**src/rtl/brs_pkg.sv**
```systemverilog
package brs_pkg;
  localparam int SHORT_LEN = 6;
  localparam int LONG_LEN  = 15;

  typedef enum logic {
    POLY_SHORT = 1'b0,
    POLY_LONG  = 1'b1
  } poly_e;

  typedef enum logic {
    ORD_SCR_FIRST = 1'b0,
    ORD_FEC_FIRST = 1'b1
  } order_e;
endpackage

```
**src/rtl/brs_lfsr.sv**
```systemverilog
module brs_lfsr #(
  parameter int WIDTH = 6
) (
  input  logic             clk,
  input  logic             rst_n,
  input  logic             load,
  input  logic             adv,
  input  logic [WIDTH-1:0] seed,
  output logic             mask,
  output logic [WIDTH-1:0] state
);
  // taps at x^WIDTH and x^(WIDTH-1)
  assign mask = state[WIDTH-1] ^ state[WIDTH-2];

  always_ff @(posedge clk) begin
    if (!rst_n)    state <= '0;
    else if (load) state <= seed;
    else if (adv)  state <= {state[WIDTH-2:0], mask};
  end


  seed_load_chk: assert property (@(posedge clk) disable iff (!rst_n)
    load |=> state == $past(seed));


  hold_without_step_chk: assert property (@(posedge clk) disable iff (!rst_n)
    (!load && !adv) |=> $stable(state));
endmodule

```
**src/rtl/brs_preamble.sv**
```systemverilog
module brs_preamble #(
  parameter int PRE_MAX = 96,
  parameter int CW      = 7
) (
  input  logic               clk,
  input  logic               rst_n,
  input  logic               start,
  input  logic [CW-1:0]      len,
  input  logic               adv,
  input  logic [PRE_MAX-1:0] pattern,
  output logic               busy,
  output logic               pbit
);
  logic [CW-1:0] cnt;
  logic [CW-1:0] idx;
  logic [CW-1:0] len_clamped;

  assign len_clamped = (len > CW'(PRE_MAX)) ? CW'(PRE_MAX) : len;
  assign busy = (cnt != '0);
  assign idx  = cnt - CW'(1);
  assign pbit = busy ? pattern[idx] : 1'b0;

  always_ff @(posedge clk) begin
    if (!rst_n)             cnt <= '0;
    else if (start)         cnt <= len_clamped;
    else if (adv && busy)   cnt <= cnt - CW'(1);
  end


  cnt_bound_chk: assert property (@(posedge clk) disable iff (!rst_n)
    cnt <= CW'(PRE_MAX));


  one_bit_per_xfer_chk: assert property (@(posedge clk) disable iff (!rst_n)
    (adv && busy && !start) |=> cnt == $past(cnt) - CW'(1));
endmodule

```
**src/rtl/brs_route.sv**
```systemverilog
module brs_route
  import brs_pkg::*;
(
  input  order_e order,
  input  logic   src_valid,
  output logic   src_ready,
  input  logic   src_bit,
  output logic   snk_valid,
  input  logic   snk_ready,
  output logic   snk_bit,
  output logic   fec_tx_valid,
  input  logic   fec_tx_ready,
  output logic   fec_tx_bit,
  input  logic   fec_rx_valid,
  output logic   fec_rx_ready,
  input  logic   fec_rx_bit,
  output logic   core_in_valid,
  input  logic   core_in_ready,
  output logic   core_in_bit,
  input  logic   core_out_valid,
  output logic   core_out_ready,
  input  logic   core_out_bit
);
  always_comb begin
    if (order == ORD_SCR_FIRST) begin
      core_in_valid  = src_valid;
      core_in_bit    = src_bit;
      src_ready      = core_in_ready;
      fec_tx_valid   = core_out_valid;
      fec_tx_bit     = core_out_bit;
      core_out_ready = fec_tx_ready;
      snk_valid      = fec_rx_valid;
      snk_bit        = fec_rx_bit;
      fec_rx_ready   = snk_ready;
    end else begin
      fec_tx_valid   = src_valid;
      fec_tx_bit     = src_bit;
      src_ready      = fec_tx_ready;
      core_in_valid  = fec_rx_valid;
      core_in_bit    = fec_rx_bit;
      fec_rx_ready   = core_in_ready;
      snk_valid      = core_out_valid;
      snk_bit        = core_out_bit;
      core_out_ready = snk_ready;
    end
  end
endmodule

```
**src/rtl/brs_burst_scrambler.sv**
```systemverilog
module brs_burst_scrambler
  import brs_pkg::*;
#(
  parameter int PRE_MAX = 96,
  parameter int LEN_W   = $clog2(PRE_MAX + 1)
) (
  input  logic               clk,
  input  logic               rst_n,
  input  logic               tx_en,
  input  logic               rand_en,
  input  logic               poly_sel,
  input  logic               order_sel,
  input  logic [14:0]        seed,
  input  logic [LEN_W-1:0]   pre_len,
  input  logic [PRE_MAX-1:0] pre_pattern,
  input  logic               src_valid,
  output logic               src_ready,
  input  logic               src_bit,
  output logic               snk_valid,
  input  logic               snk_ready,
  output logic               snk_bit,
  output logic               fec_tx_valid,
  input  logic               fec_tx_ready,
  output logic               fec_tx_bit,
  input  logic               fec_rx_valid,
  output logic               fec_rx_ready,
  input  logic               fec_rx_bit
);
  logic   tx_q, start, active;
  logic   ren_q;
  poly_e  poly_q;
  order_e order_q;

  logic core_in_valid, core_in_ready, core_in_bit;
  logic core_out_valid, core_out_ready, core_out_bit;
  logic pre_busy, pre_bit, pre_adv, pay_xfer;
  logic mask_s, mask_l, mask;
  logic [SHORT_LEN-1:0] st_s;
  logic [LONG_LEN-1:0]  st_l;

  assign start  = tx_en & ~tx_q;
  assign active = tx_en & tx_q;

  always_ff @(posedge clk) begin
    if (!rst_n) begin
      tx_q    <= 1'b0;
      ren_q   <= 1'b0;
      poly_q  <= POLY_SHORT;
      order_q <= ORD_SCR_FIRST;
    end else begin
      tx_q <= tx_en;
      if (start) begin
        ren_q   <= rand_en;
        poly_q  <= poly_e'(poly_sel);
        order_q <= order_e'(order_sel);
      end
    end
  end

  brs_preamble #(.PRE_MAX(PRE_MAX), .CW(LEN_W)) u_pre (
    .clk(clk), .rst_n(rst_n), .start(start), .len(pre_len),
    .adv(pre_adv), .pattern(pre_pattern), .busy(pre_busy), .pbit(pre_bit)
  );

  brs_lfsr #(.WIDTH(SHORT_LEN)) u_lfsr_s (
    .clk(clk), .rst_n(rst_n), .load(start),
    .adv(pay_xfer && ren_q && poly_q == POLY_SHORT),
    .seed(seed[SHORT_LEN-1:0]), .mask(mask_s), .state(st_s)
  );

  brs_lfsr #(.WIDTH(LONG_LEN)) u_lfsr_l (
    .clk(clk), .rst_n(rst_n), .load(start),
    .adv(pay_xfer && ren_q && poly_q == POLY_LONG),
    .seed(seed[LONG_LEN-1:0]), .mask(mask_l), .state(st_l)
  );

  assign mask = ren_q & ((poly_q == POLY_LONG) ? mask_l : mask_s);

  assign core_out_valid = active & (pre_busy | core_in_valid);
  assign core_out_bit   = pre_busy ? pre_bit : (core_in_bit ^ mask);
  assign core_in_ready  = active & ~pre_busy & core_out_ready;
  assign pre_adv        = active & pre_busy & core_out_ready;
  assign pay_xfer       = active & ~pre_busy & core_in_valid & core_out_ready;

  brs_route u_route (
    .order(order_q),
    .src_valid(src_valid), .src_ready(src_ready), .src_bit(src_bit),
    .snk_valid(snk_valid), .snk_ready(snk_ready), .snk_bit(snk_bit),
    .fec_tx_valid(fec_tx_valid), .fec_tx_ready(fec_tx_ready), .fec_tx_bit(fec_tx_bit),
    .fec_rx_valid(fec_rx_valid), .fec_rx_ready(fec_rx_ready), .fec_rx_bit(fec_rx_bit),
    .core_in_valid(core_in_valid), .core_in_ready(core_in_ready), .core_in_bit(core_in_bit),
    .core_out_valid(core_out_valid), .core_out_ready(core_out_ready), .core_out_bit(core_out_bit)
  );


  idle_quiet_chk: assert property (@(posedge clk) disable iff (!rst_n)
    !tx_en |-> (!core_out_valid && !core_in_ready));


  pre_stall_hold_chk: assert property (@(posedge clk) disable iff (!rst_n)
    (active && pre_busy && !core_out_ready) |=>
      (!tx_en || (core_out_valid && $stable(core_out_bit))));


  pre_no_step_chk: assert property (@(posedge clk) disable iff (!rst_n)
    (pre_busy && !start) |=> ($stable(st_s) && $stable(st_l)));


  first_cycle_silent_chk: assert property (@(posedge clk) disable iff (!rst_n)
    start |-> !core_out_valid);
endmodule

```
**config.mk**
```make
export PLATFORM = sky130hd
export DESIGN_NAME = brs_burst_scrambler
export DESIGN_NICKNAME = d
export VERILOG_FILES = /design/src/rtl/brs_pkg.sv /design/src/rtl/brs_lfsr.sv /design/src/rtl/brs_preamble.sv /design/src/rtl/brs_route.sv /design/src/rtl/brs_burst_scrambler.sv
export SDC_FILE = /design/constraint.sdc
export NUM_CORES = 1
export LEC_CHECK = 0
export BUFFER_PORTS_ARGS = -buffer_cell sky130_fd_sc_hd__buf_2
export CORE_ASPECT_RATIO = 0.9
export CORE_MARGIN = 3
export CORE_UTILIZATION = 43
export CTS_BUF_LIST = sky130_fd_sc_hd__clkbuf_2 sky130_fd_sc_hd__clkbuf_4 sky130_fd_sc_hd__clkbuf_8
export DETAILED_ROUTE_END_ITERATION = 6
export PLACE_DENSITY = 0.84
export SLEW_MARGIN = 20
export SYNTH_ARGS = -nofsm -noshare
export SYNTH_HDL_FRONTEND = slang
export SYNTH_SLANG_ARGS = --single-unit
```
**constraint.sdc**
```tcl
create_clock -name clk -period 2.64 [get_ports clk]
set_input_delay 0.132 -clock clk [delete_from_list [all_inputs] [get_ports clk]]
set_output_delay 0.132 -clock clk [all_outputs]
set_load 0.05 [all_outputs]
```
==> impl_metrics.toml <==
[yosys]
synth_area_um2 = 2726
netlist-cell-type-count = 52
synth_sequential_area_ratio_pct = 23.50
synth_cells = 261
synthFlopType = "sky130_fd_sc_hd__dfxtp_1"
synth_seq_cells = 32
syn_avg_cell_area_um2 = 10.45
synthArstFlopShare_pct = 0
ys_warn_count = 0
synth_edf_count = 0
synth_fp_nets = 392

[die]
die_w_um = 89.94
initial_core_util_pct = 46.30
fp.coreArea_um2 = 5888
dieArea_um2 = 7333
chipHeight_um = 81.54
boundaryPins = 136
count_of_standard_cell_rows = 26

[global_route]
grt-busiest-layer = "met2"
grtUsageMet2_pct = 37.84
grt_start_max_net_pins = 33
use_met3_pct = 6.136
antenna_found_initial = 0
grt_first_pass_wirelength_um = 12280
globalRouteTotalUtil_pct = 20.67
overflow = 0
grt_pass1_vias = 2688
met1_usage_pct = 24.14

[routing]
vias_per_cell = 5.363
drt-pass1-iter-count = 4
via_count = 2628
routed_wirelength_um = 7581
routedWlPerCell_um = 15.47
antenna_left = 0
drcViolationCount = 0
detailedRoute.firstIterationViolations = 129

[worst_setup_path]
critical_path_required_ns = 2.51
arrival_ns = 2.77
worstSetupEndpointType = "primary output"
setup.reg_to_reg.worst_slack_ns = 0.17
critical_path.max_fanout = 5
startpoint_type = "flop"
setup.worst_path.class = "flop to primary output"

[cells_and_area]
drive_gt1_share_pct = 51.72
nFillCells = 488
fin_nets = 536
seq_area_um2 = 644.4
insertedDiodeCount = 0
layoutNonFillerInstCount = 490
area_growth_syn_to_layout_pct = 37.26
mostFrequentLayoutCell = "sky130_fd_sc_hd__buf_2"
multi_input_gate_area_in_the_final_layout_um2 = 1953
layout.cells.most_common_list = "sky130_fd_sc_hd__buf_2 (133), sky130_fd_sc_hd__nand2_1 (43), sky130_fd_sc_hd__dfxtp_1 (31)"

[clocking]
cts_buffer_depth = 2
cts.sinks = 32
clk_pin_slew_worst_paths_ns = 0.07
cts-root-buf = "sky130_fd_sc_hd__clkbuf_8"
latest_clock_arrival_within_the_worst_skew_pair_ns = 0.28
cts_hold_buf = 0
cts_tree = "yes"
cts.htree.levels = 2
cts_buffers = 5

[sta]
worst_hold_slack_ns = 0.08460
fmax_mhz = 344.3
final_critical_path_setup_slack_ns = -0.2641
finalClockSkew_ns = 0.003812
final_max_slew_viol_count = 0
timing.final.hold_violations = 0
timing.max_slew.rel_slack_pct = 44.82
setup_repair_after_global_routing_missed_its_margin = "yes"
finalCriticalPeriod_ns = 2.904
fin_setup_tns_ns = -0.5008
layout_worst_path_cycle_share_pct = 110.0
timing.final.setup_violations = 2
worst-slew-pin-transition_ns = 0.8261

[placed_design]
routabilityCongestion = 0.8246
place.detailed.hpwl_um = 6130
placed_cells_incl_taps = 477
place.port_buffers = 135
post-place-ws_ns = -0.01704

[pwr]
int_pwr_w = 0.001249
p_leak_nw = 1.811
switching_share_pct = 30.69
totalPowerFinal_w = 0.001802
power_switching_w = 0.0005531
power.clock.fraction_pct = 28.4
irDropWorstVdd_uv = 227.4
power.sequential.fraction_pct = 30.4
pwr_density_cell_nw_per_um2 = 481.6
comb_power_share_pct = 41.2

[run_status]
violations = "negative setup slack"
status = "finished with violations"

[min_path]
holdCritPathClass = "primary input to flop"

[run]
max_cap_violation_count = 0
-- synthesized netlist by cell type (3+ instances only) --
master                     count  area (um^2)
sky130_fd_sc_hd__buf_6         7        78.83
sky130_fd_sc_hd__o211ai_1      3        22.52
sky130_fd_sc_hd__nand3_1       8        40.04
sky130_fd_sc_hd__inv_1         7        26.28
sky130_fd_sc_hd__a21oi_1       6        30.03
sky130_fd_sc_hd__mux2_2        6        67.56
sky130_fd_sc_hd__o21a_1        3        22.52
sky130_fd_sc_hd__nand2_1      43        161.4
sky130_fd_sc_hd__a22oi_1       5        37.54
sky130_fd_sc_hd__a21boi_0     12        90.09
sky130_fd_sc_hd__xnor2_1       5        43.79
sky130_fd_sc_hd__xor2_1        4        35.03
sky130_fd_sc_hd__o21ai_1       3        15.01
sky130_fd_sc_hd__nand2b_1      3        18.77
sky130_fd_sc_hd__nor2b_1       4        25.02
sky130_fd_sc_hd__mux4_1       11        289.0
sky130_fd_sc_hd__nor2_1        9        33.78
sky130_fd_sc_hd__mux2i_1      16        160.2
sky130_fd_sc_hd__clkbuf_1      7        26.28
sky130_fd_sc_hd__o211a_1      14        140.1
sky130_fd_sc_hd__mux4_2       15        337.8
sky130_fd_sc_hd__dfxtp_1      32        640.6
-- cell type report --
type                    instances  share of cell area, %
flip-flops and latches         32                  17.22
multi-input cells             202                  52.19
clock buffers                   7                  2.574
inverters                       7                 0.8358
well taps                      84                  2.808
repair buffers                157                  23.57
clock inverters                 1                 0.8024
-- layer usage --
metal | up-vias | wire (um)
li1 | 1275 | -
met1 | 1233 | 3179
met2 | 104 | 3770
met3 | 16 | 489
met4 | 0 | 141
met5 | - | 0
-- worst paths after layout --
path	start	end	cells past startpoint
setup / recovery	u_pre.cnt[0]	snk_bit	10
hold / removal	seed[8]	u_lfsr_l.state[8]	2
setup reg to reg	u_pre.cnt[0]	u_lfsr_s.state[0]	10
hold reg to reg	u_lfsr_s.state[1]	u_lfsr_s.state[1]	1
-- critical path, stage by stage, from the launching register on --
cell and delay (ns):
sky130_fd_sc_hd__dfxtp_4 0.39, sky130_fd_sc_hd__inv_6 0.04, sky130_fd_sc_hd__ha_4 0.17, sky130_fd_sc_hd__xor2_4 0.28, sky130_fd_sc_hd__mux4_2 0.54, sky130_fd_sc_hd__mux2_4 0.28
sky130_fd_sc_hd__a21oi_2 0.13, sky130_fd_sc_hd__o21ai_2 0.07, sky130_fd_sc_hd__o221ai_2 0.30, sky130_fd_sc_hd__a31oi_4 0.11, sky130_fd_sc_hd__buf_6 0.17
-- through the flow --
| stage | utilization, % | area [um^2] |
|---|---|---|
| detailed placement | 60.31 | 3551 |
| global route | 63.56 | 3742 |
| CTS | 62.83 | 3700 |
| global placement | 60.31 | 3551 |
| floorplan | - | 2786 |
| finish | 63.56 | 3742 |
-- kinds of logic after synthesis --
logic type / synth area share, %
simple gates: 15.65
compound gates: 17.62
mux: 31.34
flops: 23.50
buf+inv: 6.517
xor+xnor: 4.910
fa+ha+maj: 0.4589
-- power by group through the flow --
stage | sequential (W) | clock [W] | combinational, W
2_1_floorplan | 0.000546 | 0 | 0.000514
3_3_place_gp | 0.000556 | 0 | 0.000691
3_5_place_dp | 0.000559 | 0 | 0.000707
4_1_cts | 0.000548 | 0.000521 | 0.000731
5_1_grt | 0.000553 | 0.000546 | 0.000804
6_report | 0.000548 | 0.000512 | 0.000742
-- sequential cells by signal, indices dropped and copies added, names as in the netlist --
name            count
u_pre.cnt           7
order_q             1
ren_q               1
tx_q                1
poly_q              1
u_lfsr_s.state      6
u_lfsr_l.state     15
-- repair_timing --
action	CTS	global route
gates cloned	0	0
gates resized for setup	9	0
setup endpoints to repair	2	14
setup buffers	1	4
pin swaps	3	2
Power figures use the tool's default switching activity.
